$ cat src/rtl/irq_gate_pkg.sv
package irq_gate_pkg;
   // Point at which a base-page/refresh load samples the backup enable.
   typedef enum bit {
      FLAG_BEFORE_TAKE = 1'b0,
      FLAG_AFTER_TAKE  = 1'b1
   } flag_sample_e;
endpackage

$ cat src/rtl/irq_enable_ff.sv
module irq_enable_ff
   import irq_gate_pkg::*;
#(
   parameter flag_sample_e FLAG_MODE = FLAG_AFTER_TAKE
) (
   input  logic clk,
   input  logic rst_n,
   input  logic step_last,
   input  logic cmd_enable,
   input  logic cmd_disable,
   input  logic cmd_restore,
   input  logic cmd_ld_ir,
   input  logic irq_n,
   output logic accept_c,
   output logic take_q,
   output logic pv_q
);
   logic en_main;
   logic en_back;
   logic ei_window;
   logic flag_src;

   // Blocked in the final clock of the enable instruction and of the next one.
   assign accept_c = step_last & en_main & ~irq_n & ~ei_window & ~cmd_enable;

   generate
      if (FLAG_MODE == FLAG_AFTER_TAKE) begin : g_late_flag
         assign flag_src = accept_c ? 1'b0 : en_back;
      end else begin : g_early_flag
         assign flag_src = en_back;
      end
   endgenerate

   always_ff @(posedge clk or negedge rst_n) begin
      if (!rst_n) begin
         en_main   <= 1'b0;
         en_back   <= 1'b0;
         ei_window <= 1'b0;
         take_q    <= 1'b0;
         pv_q      <= 1'b0;
      end else begin
         take_q <= accept_c;
         if (accept_c) begin
            en_main <= 1'b0;
            en_back <= 1'b0;
         end else if (step_last) begin
            if (cmd_disable) begin
               en_main <= 1'b0;
               en_back <= 1'b0;
            end else if (cmd_enable) begin
               en_main <= 1'b1;
               en_back <= 1'b1;
            end else if (cmd_restore) begin
               en_main <= en_back;
            end
         end
         if (step_last) begin
            ei_window <= cmd_enable;
         end
         if (step_last && cmd_ld_ir) begin
            pv_q <= flag_src;
         end
      end
   end

   AST_TAKE_SINGLE: assert property (@(posedge clk) disable iff (!rst_n)
      take_q |=> !take_q);
   AST_TAKE_CLEARS_ENABLES: assert property (@(posedge clk) disable iff (!rst_n)
      take_q |-> (!en_main && !en_back));
   AST_EI_BLOCKS_TAKE: assert property (@(posedge clk) disable iff (!rst_n)
      (step_last && cmd_enable) |=> !take_q);
   AST_ENABLE_PAIR_MATCH: assert property (@(posedge clk) disable iff (!rst_n)
      en_main == en_back);
endmodule

$ cat src/rtl/irq_halt_vec.sv
module irq_halt_vec #(
   parameter int DATA_W = 8,
   localparam int PTR_W = 2 * DATA_W
) (
   input  logic              clk,
   input  logic              rst_n,
   input  logic              step_last,
   input  logic              cmd_halt,
   input  logic              accept_c,
   input  logic [DATA_W-1:0] base_page_i,
   input  logic [DATA_W-1:0] bus_vec_i,
   output logic              wake_q,
   output logic [PTR_W-1:0]  ptr_q
);
   logic halted_q;
   logic halt_now;

   assign halt_now = step_last & cmd_halt;

   always_ff @(posedge clk or negedge rst_n) begin
      if (!rst_n) begin
         halted_q <= 1'b0;
         wake_q   <= 1'b0;
         ptr_q    <= '0;
      end else begin
         wake_q <= accept_c & (halted_q | halt_now);
         if (accept_c) begin
            halted_q <= 1'b0;
            ptr_q    <= {base_page_i, bus_vec_i};
         end else if (halt_now) begin
            halted_q <= 1'b1;
         end
      end
   end

   AST_WAKE_LEAVES_HALT: assert property (@(posedge clk) disable iff (!rst_n)
      wake_q |-> !halted_q);
   AST_PTR_HOLDS: assert property (@(posedge clk) disable iff (!rst_n)
      !accept_c |=> $stable(ptr_q));
endmodule

$ cat src/rtl/irq_refresh_ctr.sv
module irq_refresh_ctr #(
   parameter int DATA_W = 8,
   parameter int CNT_W  = 7
) (
   input  logic              clk,
   input  logic              rst_n,
   input  logic              step_last,
   input  logic              load_i,
   input  logic [DATA_W-1:0] din_i,
   output logic [DATA_W-1:0] r_q
);
   always_ff @(posedge clk or negedge rst_n) begin
      if (!rst_n) begin
         r_q <= '0;
      end else if (load_i) begin
         r_q <= din_i;
      end else if (step_last) begin
         r_q <= {r_q[DATA_W-1:CNT_W], r_q[CNT_W-1:0] + 1'b1};
      end
   end

   AST_REFRESH_TOP_HOLDS: assert property (@(posedge clk) disable iff (!rst_n)
      (!load_i) |=> (r_q[DATA_W-1:CNT_W] == $past(r_q[DATA_W-1:CNT_W])));
   AST_REFRESH_IDLE: assert property (@(posedge clk) disable iff (!rst_n)
      (!load_i && !step_last) |=> $stable(r_q));
endmodule

$ cat src/rtl/cpu_irq_gate.sv
module cpu_irq_gate
   import irq_gate_pkg::*;
#(
   parameter int           DATA_W    = 8,
   parameter int           REFRESH_W = 7,
   parameter flag_sample_e FLAG_MODE = FLAG_AFTER_TAKE,
   localparam int          PTR_W     = 2 * DATA_W
) (
   input  logic              clk,
   input  logic              rst_n,
   input  logic              step_last,
   input  logic              cmd_enable,
   input  logic              cmd_disable,
   input  logic              cmd_restore,
   input  logic              cmd_ld_ir,
   input  logic              cmd_halt,
   input  logic              irq_n,
   input  logic [DATA_W-1:0] base_page_i,
   input  logic [DATA_W-1:0] bus_vec_i,
   input  logic              refresh_load,
   input  logic [DATA_W-1:0] refresh_din,
   output logic              take_o,
   output logic              pv_o,
   output logic [PTR_W-1:0]  vec_ptr_o,
   output logic              wake_o,
   output logic [DATA_W-1:0] refresh_o
);
   generate
      if (REFRESH_W < 1 || REFRESH_W >= DATA_W) begin : g_bad_refresh_w
         $error("REFRESH_W must lie between 1 and DATA_W-1");
      end
      if (DATA_W < 2) begin : g_bad_data_w
         $error("DATA_W must be at least 2");
      end
   endgenerate

   logic accept_c;

   irq_enable_ff #(.FLAG_MODE(FLAG_MODE)) u_enable (
      .clk        (clk),
      .rst_n      (rst_n),
      .step_last  (step_last),
      .cmd_enable (cmd_enable),
      .cmd_disable(cmd_disable),
      .cmd_restore(cmd_restore),
      .cmd_ld_ir  (cmd_ld_ir),
      .irq_n      (irq_n),
      .accept_c   (accept_c),
      .take_q     (take_o),
      .pv_q       (pv_o)
   );

   irq_halt_vec #(.DATA_W(DATA_W)) u_halt_vec (
      .clk        (clk),
      .rst_n      (rst_n),
      .step_last  (step_last),
      .cmd_halt   (cmd_halt),
      .accept_c   (accept_c),
      .base_page_i(base_page_i),
      .bus_vec_i  (bus_vec_i),
      .wake_q     (wake_o),
      .ptr_q      (vec_ptr_o)
   );

   irq_refresh_ctr #(.DATA_W(DATA_W), .CNT_W(REFRESH_W)) u_refresh (
      .clk      (clk),
      .rst_n    (rst_n),
      .step_last(step_last),
      .load_i   (refresh_load),
      .din_i    (refresh_din),
      .r_q      (refresh_o)
   );

   AST_WAKE_WITH_TAKE: assert property (@(posedge clk) disable iff (!rst_n)
      wake_o |-> take_o);
   AST_NO_TAKE_WITHOUT_REQ: assert property (@(posedge clk) disable iff (!rst_n)
      (irq_n || !step_last) |=> !take_o);
   AST_COLLIDE_FLAG_LOW: assert property (@(posedge clk) disable iff (!rst_n)
      (step_last && cmd_ld_ir && FLAG_MODE == FLAG_AFTER_TAKE) |=> (take_o -> !pv_o));
endmodule

$ cat config.mk
export PLATFORM = sky130hd
export DESIGN_NAME = cpu_irq_gate
export DESIGN_NICKNAME = d
export VERILOG_FILES = /design/src/rtl/irq_gate_pkg.sv /design/src/rtl/irq_enable_ff.sv /design/src/rtl/irq_halt_vec.sv /design/src/rtl/irq_refresh_ctr.sv /design/src/rtl/cpu_irq_gate.sv
export SDC_FILE = /design/constraint.sdc
export NUM_CORES = 1
export LEC_CHECK = 0
export ABC_AREA = 1
export ABC_CLOCK_PERIOD_IN_PS = 3600
export BUFFER_PORTS_ARGS = -buffer_cell sky130_fd_sc_hd__buf_2
export CORE_MARGIN = 2
export CORE_UTILIZATION = 50
export CTS_CLUSTER_DIAMETER = 40
export DETAILED_ROUTE_END_ITERATION = 8
export GPL_ROUTABILITY_DRIVEN = 0
export PLACE_DENSITY_LB_ADDON = 0.05
export SYNTH_ARGS = -nofsm -noshare
export SYNTH_HDL_FRONTEND = slang
export SYNTH_SLANG_ARGS = --single-unit
$ cat constraint.sdc
create_clock -name clk -period 3.6 [get_ports clk]
set_clock_uncertainty 0.1 [all_clocks]
set_input_delay 0 -clock clk [delete_from_list [all_inputs] [get_ports clk]]
set_output_delay 0 -clock clk [all_outputs]
set_load 0.005 [all_outputs]
Yosys cells after proc, flatten, opt, wreduce, memory -nomap -nowiden
Cells that the tools add are included.
{"block": "classes", "add_sub_neg": 1, "muxes": 14, "n_bitwise": 10, "n_reduce_logical": 8}
{"operator": "1-bit 2-to-1 mux", "count": 12}
{"operator": "8-bit 2-to-1 mux", "count": 1}
{"operator": "7-bit by 1-bit adder with 7-bit output, second input constant", "count": 1}
{"operator": "7-bit 2-to-1 mux", "count": 1}
{"operator": "1-bit bitwise AND", "count": 6}
{"operator": "2-bit nonzero test", "count": 3}
{"operator": "2-bit AND reduction", "count": 2}
{"operator": "4-bit nonzero test", "count": 1}
{"operator": "1-bit NOT", "count": 3}
{"operator": "3-bit nonzero test", "count": 1}
{"operator": "1-bit logical AND", "count": 1}
{"operator": "1-bit OR", "count": 1}
{"block": "totals", "reg_bits": 31, "out_inout_bits": 27, "elab_cells": 43}

Logic depth before layout (Yosys ltp)
{"block": "depth", "ltp_word": 6, "depth_mapped": 9, "depth_no_buf": 7}

Hierarchy
Synthesis repeated with hierarchy kept, for this count alone.
{"block": "unflattened", "cells_unflattened": 163, "area_unflattened_um2": 1446.4}
{"module": "irq_halt_vec", "instances": 1, "cells_each": 74, "area_each_um2": 723.2, "seq_area_each_um2": 450.4}
{"module": "irq_refresh_ctr", "instances": 1, "cells_each": 56, "area_each_um2": 475.5, "seq_area_each_um2": 200.2}
{"module": "irq_enable_ff", "instances": 1, "cells_each": 33, "area_each_um2": 247.7, "seq_area_each_um2": 125.1}

Least setup slack after synthesis
No wires, ideal clock.
{"block": "synth_path", "path_type": "reg2reg", "startpoint": "reg u_refresh.r_q[0]", "endpoint": "reg u_refresh.r_q[6]", "setup_ns": 0.121, "t_arrival_ns": 0.983, "required_time_ns": 3.379, "setup_slack_ns": 2.395, "stages_incl_launch_ff": 7, "path_buffers": 0, "path_cell_list": "dfrtp_1 -> ha_1 -> nand3_1 -> nor2_1 -> nand2_1 -> nand3_1 -> nand2_1"}
{"block": "synth_between", "elab_chain_cells": 3}
{"item": "start: declaration", "line_no": "irq_refresh_ctr.sv:10", "source": "output logic [DATA_W-1:0] r_q"}
{"item": "start signal: assignment", "line_no": "irq_refresh_ctr.sv:16", "source": "r_q <= din_i;"}
{"item": "start signal: assignment", "line_no": "irq_refresh_ctr.sv:18", "source": "r_q <= {r_q[DATA_W-1:CNT_W], r_q[CNT_W-1:0] + 1'b1};"}
{"item": "7-bit by 1-bit adder with 7-bit output", "line_no": "irq_refresh_ctr.sv:18"}
{"item": "7-bit 2-to-1 mux", "line_no": "irq_refresh_ctr.sv:17", "source": "end else if (step_last) begin"}
{"item": "8-bit 2-to-1 mux", "line_no": "irq_refresh_ctr.sv:15", "source": "end else if (load_i) begin"}
Every way passes these cells. The select of a mux whose other input is x is not followed.
A chain may end at the register's enable or synchronous reset.

Worst setup path in the final report
{"block": "layout_path", "startpoint": "in step_last", "endpoint": "reg u_refresh.r_q[4]"}
{"block": "layout_between", "elab_chain_cells": 1}
{"item": "start: declaration", "line_no": "cpu_irq_gate.sv:11", "source": "input logic step_last,"}
{"item": "2-bit nonzero test (no source line)"}
Every way passes these cells.

==> results.yml <==
critical_path:
  start_kind: "input pin"
  worst_setup_path_startpoint: "step_last"
  cp.required_ns: 3.77
  cp_max_fo: 9
  end_kind: "flop"
  worst-r2r-setup-slack_ns: 1.60
  critical_r2r_launch: "u_refresh.r_q[4]"
  reg2regPathDepth: 4
  crit_arrival_ns: 2.44
  r2r-end: "u_refresh.r_q[4]"
  critPathKind: "input pin to flop"
synthesis:
  netlist.area_leader.share: 0.563
  ys_types: 21
  synth_compound_gate_area_share: 0.0635
  synthAdderAreaFrac: 0.00907
  synth.mux.area_fraction: 0.00817
  count_of_synthesis_stage_warnings_from_yosys: 0
  syn_area_per_cell_um2: 8.84
  synthesis.nets: 191
  synth_xor_area_frac: 0.0127
  netlist_instances: 156
  largest_family_of_logic_cells_by_synthesized_area: "simple AND/OR/NAND/NOR gates"
  cell_type_contributing_the_most_total_cell_area_after_synthesis: "dfrtp_1"
  synthTopCellsByArea: "dfrtp_1, nand2_1, a22oi_1, nor2_1, buf_6"
  synthSimpleGateAreaFrac: 0.291
  synthesized_flop_and_latch_total: 31
  mappedNetlistArea_um2: 1380
  synth-seq-area-share: 0.563
sta:
  max_clock_freq_mhz: 441
  rsz0062_at_grt: "false"
  tns_ns: 0
  final_min_period_over_clock_period: 0.630
  drv_slew: 0
  timing.final.hold_violations: 0
  maxSlewHeadroom: 0.550
  period_needed_ns: 2.27
  worst_pin_slew_ns: 0.675
  report.final.setup_viol: 0
  hold-worst-slack_ns: 0.0418
pwr:
  pwr_density_cell_nw_per_um2: 425
  power.switching_fraction: 0.292
  leakage_component_of_the_power_nw: 1.19
  ir_drop_uv: 419
  internal_power_w: 0.000662
  p_total_w: 0.000935
  clockPowerShare: 0.252
  sequentialPowerShare: 0.495
  switchingPower_w: 0.000273
  combinational_power_share: 0.253
finish:
  final_nets: 298
  post_synthesis_to_final_layout_area_growth_pct: 59.3
  finalNonFillerCells: 295
  diodes_inserted: 0
  final_cell_mix: "nand2_1, buf_2, dlygate4sd3_1, dfrtp_1, nor2_1"
  final_layout_size_suffix_gt1_frac: 0.288
  layout.cells.most_common: "nand2_1"
  layout.cell_area.non_filler_um2: 2200
floorplanning:
  io_pins: 61
  fp.dieH_um: 56.5
  die_area_um2: 3190
  row_count: 19
  initial_core_util: 0.513
  core_area_um2: 2690
  fp.dieW_um: 56.5
placed_design:
  detailed_place_hpwl_mm: 2.14
  buffer_ports.inserted: 60
  placedCellCount: 242
  dpl_cell_area_um2: 1670
grt:
  antenna_found_initial: 0
  grt_first_pass_wirelength_mm: 6.25
  globalRouteTotalUtil: 0.254
  globalRoute.totalOverflow: 0
  grt_start_max_net_pins: 32
  number_of_global_route_vias_before_repair: 1505
clock_tree:
  clk_pin_slew_worst_paths_ns: 0.10
  ctsRootBufferMaster: "clkbuf_4"
  postCtsSetupRepairBufs: 0
  cts.sink_count: 31
  cts.path.max_buffers: 2
  cts_tree: "built"
  cts_made_buffers: 5
  clock_tree.htree_level_count: 2
  worst_skew_pair.late_latency_ns: 0.33
route:
  firstDrtPassIters: 4
  via_count: 1448
  vias_per_cell: 4.91
  drt-wirelength-per-cell_um: 12.5
  antenna_left: 0
  drc: 0
  first_iter_violations: 60
  detail_route.wirelength_mm: 3.69
  met2RoutedLength_mm: 1.89
  met1Wirelength_mm: 1.54
  highest_layer: "met4"
  routed-wl-met3_um: 184
status:
  run_status: "completed"
min_path:
  holdCritPathClass: "input pin to flop"
  hold_path.startpoint: "irq_n"
  hold_end: "u_halt_vec.wake_q"
  holdPathStages: 4
job:
  max_cap_violations: 0
## kinds of logic after synthesis
family / count (synthesis)
compound gates: 14
fa+ha+maj: 1
buf+inv: 12
flops: 31
mux: 1
xor+xnor: 2
simple gates: 95
## through the flow
stage          setup WS (ns)   util
5_1_grt                 1.23  0.818
6_report                1.33  0.818
2_1_floorplan           2.40      -
4_1_cts                 1.40  0.818
3_5_place_dp            2.31  0.623
3_3_place_gp            2.38  0.623
## final cells by class
class | instances | area, µm²
inverters | 7 | 28.8
clock buffers | 7 | 65.1
repair buffers | 105 | 751
multi-input cells | 113 | 531
fillers | 170 | 489
flip-flops and latches | 31 | 776
well taps | 31 | 38.8
clock inverters | 1 | 7.51
## state kept, by name (all words and copies together), names as in the netlist
name / flops
u_enable.take_q: 1
u_halt_vec.halted_q: 1
u_enable.en_main: 1
u_refresh.r_q: 8
u_enable.en_back: 1
u_halt_vec.ptr_q: 16
u_enable.pv_q: 1
u_halt_vec.wake_q: 1
u_enable.ei_window: 1
## how the worst max path moves through the flow
stage / to / slack [ns] / cells past startpoint
after floorplan: u_refresh.r_q[6] / 2.40 / 6
final: u_refresh.r_q[4] / 1.33 / 7
after global placement: u_refresh.r_q[6] / 2.38 / 6
after CTS: u_refresh.r_q[4] / 1.40 / 7
after global routing: u_refresh.r_q[4] / 1.23 / 7
after detailed placement: u_refresh.r_q[6] / 2.31 / 6
## critical path, stage by stage
cell and delay [ns]:
dlygate4sd3_1 0.53, buf_2 0.18, nor2_1 0.41, a22oi_1 0.11, dlygate4sd3_1 0.59, nand2_1 0.07, dlygate4sd3_1 0.54
## metal layers
layer,global-route usage,vias to the layer above
met4,0.0986,0
met1,0.292,687
met2,0.435,48
met5,0,-
li1,-,702
met3,0.0853,11
## Yosys cell counts
| cell | instances |
|---|---|
| dfrtp_1 | 31 |
| xnor2_1 | 2 |
| or2_2 | 1 |
| o21bai_1 | 1 |
| nor2_2 | 1 |
| nor2_1 | 9 |
| nand3_1 | 6 |
| nand2_4 | 3 |
| inv_1 | 6 |
| nor2_4 | 1 |
| inv_4 | 1 |
| buf_6 | 3 |
| o211ai_1 | 1 |
| mux2_2 | 1 |
| a21oi_1 | 3 |
| ha_1 | 1 |
| nand2_1 | 73 |
| nand4_1 | 1 |
| buf_2 | 2 |
| o21ai_0 | 4 |
| a22oi_1 | 5 |
## power groups by stage
stage                     clock network [W]  registers [W]  logic (W)
after floorplan                           0       0.000469  0.0000831
after global routing               0.000257       0.000468   0.000267
final                              0.000236       0.000462   0.000236
after detailed placement                  0       0.000465   0.000191
after CTS                          0.000246       0.000460   0.000234
after global placement                    0       0.000461   0.000185
## repair_timing
action,in CTS,in global routing
hold buffers,45,0
endpoints found under the hold margin,61,0
resized for setup,0,0
Power figures use the tool's default switching activity.
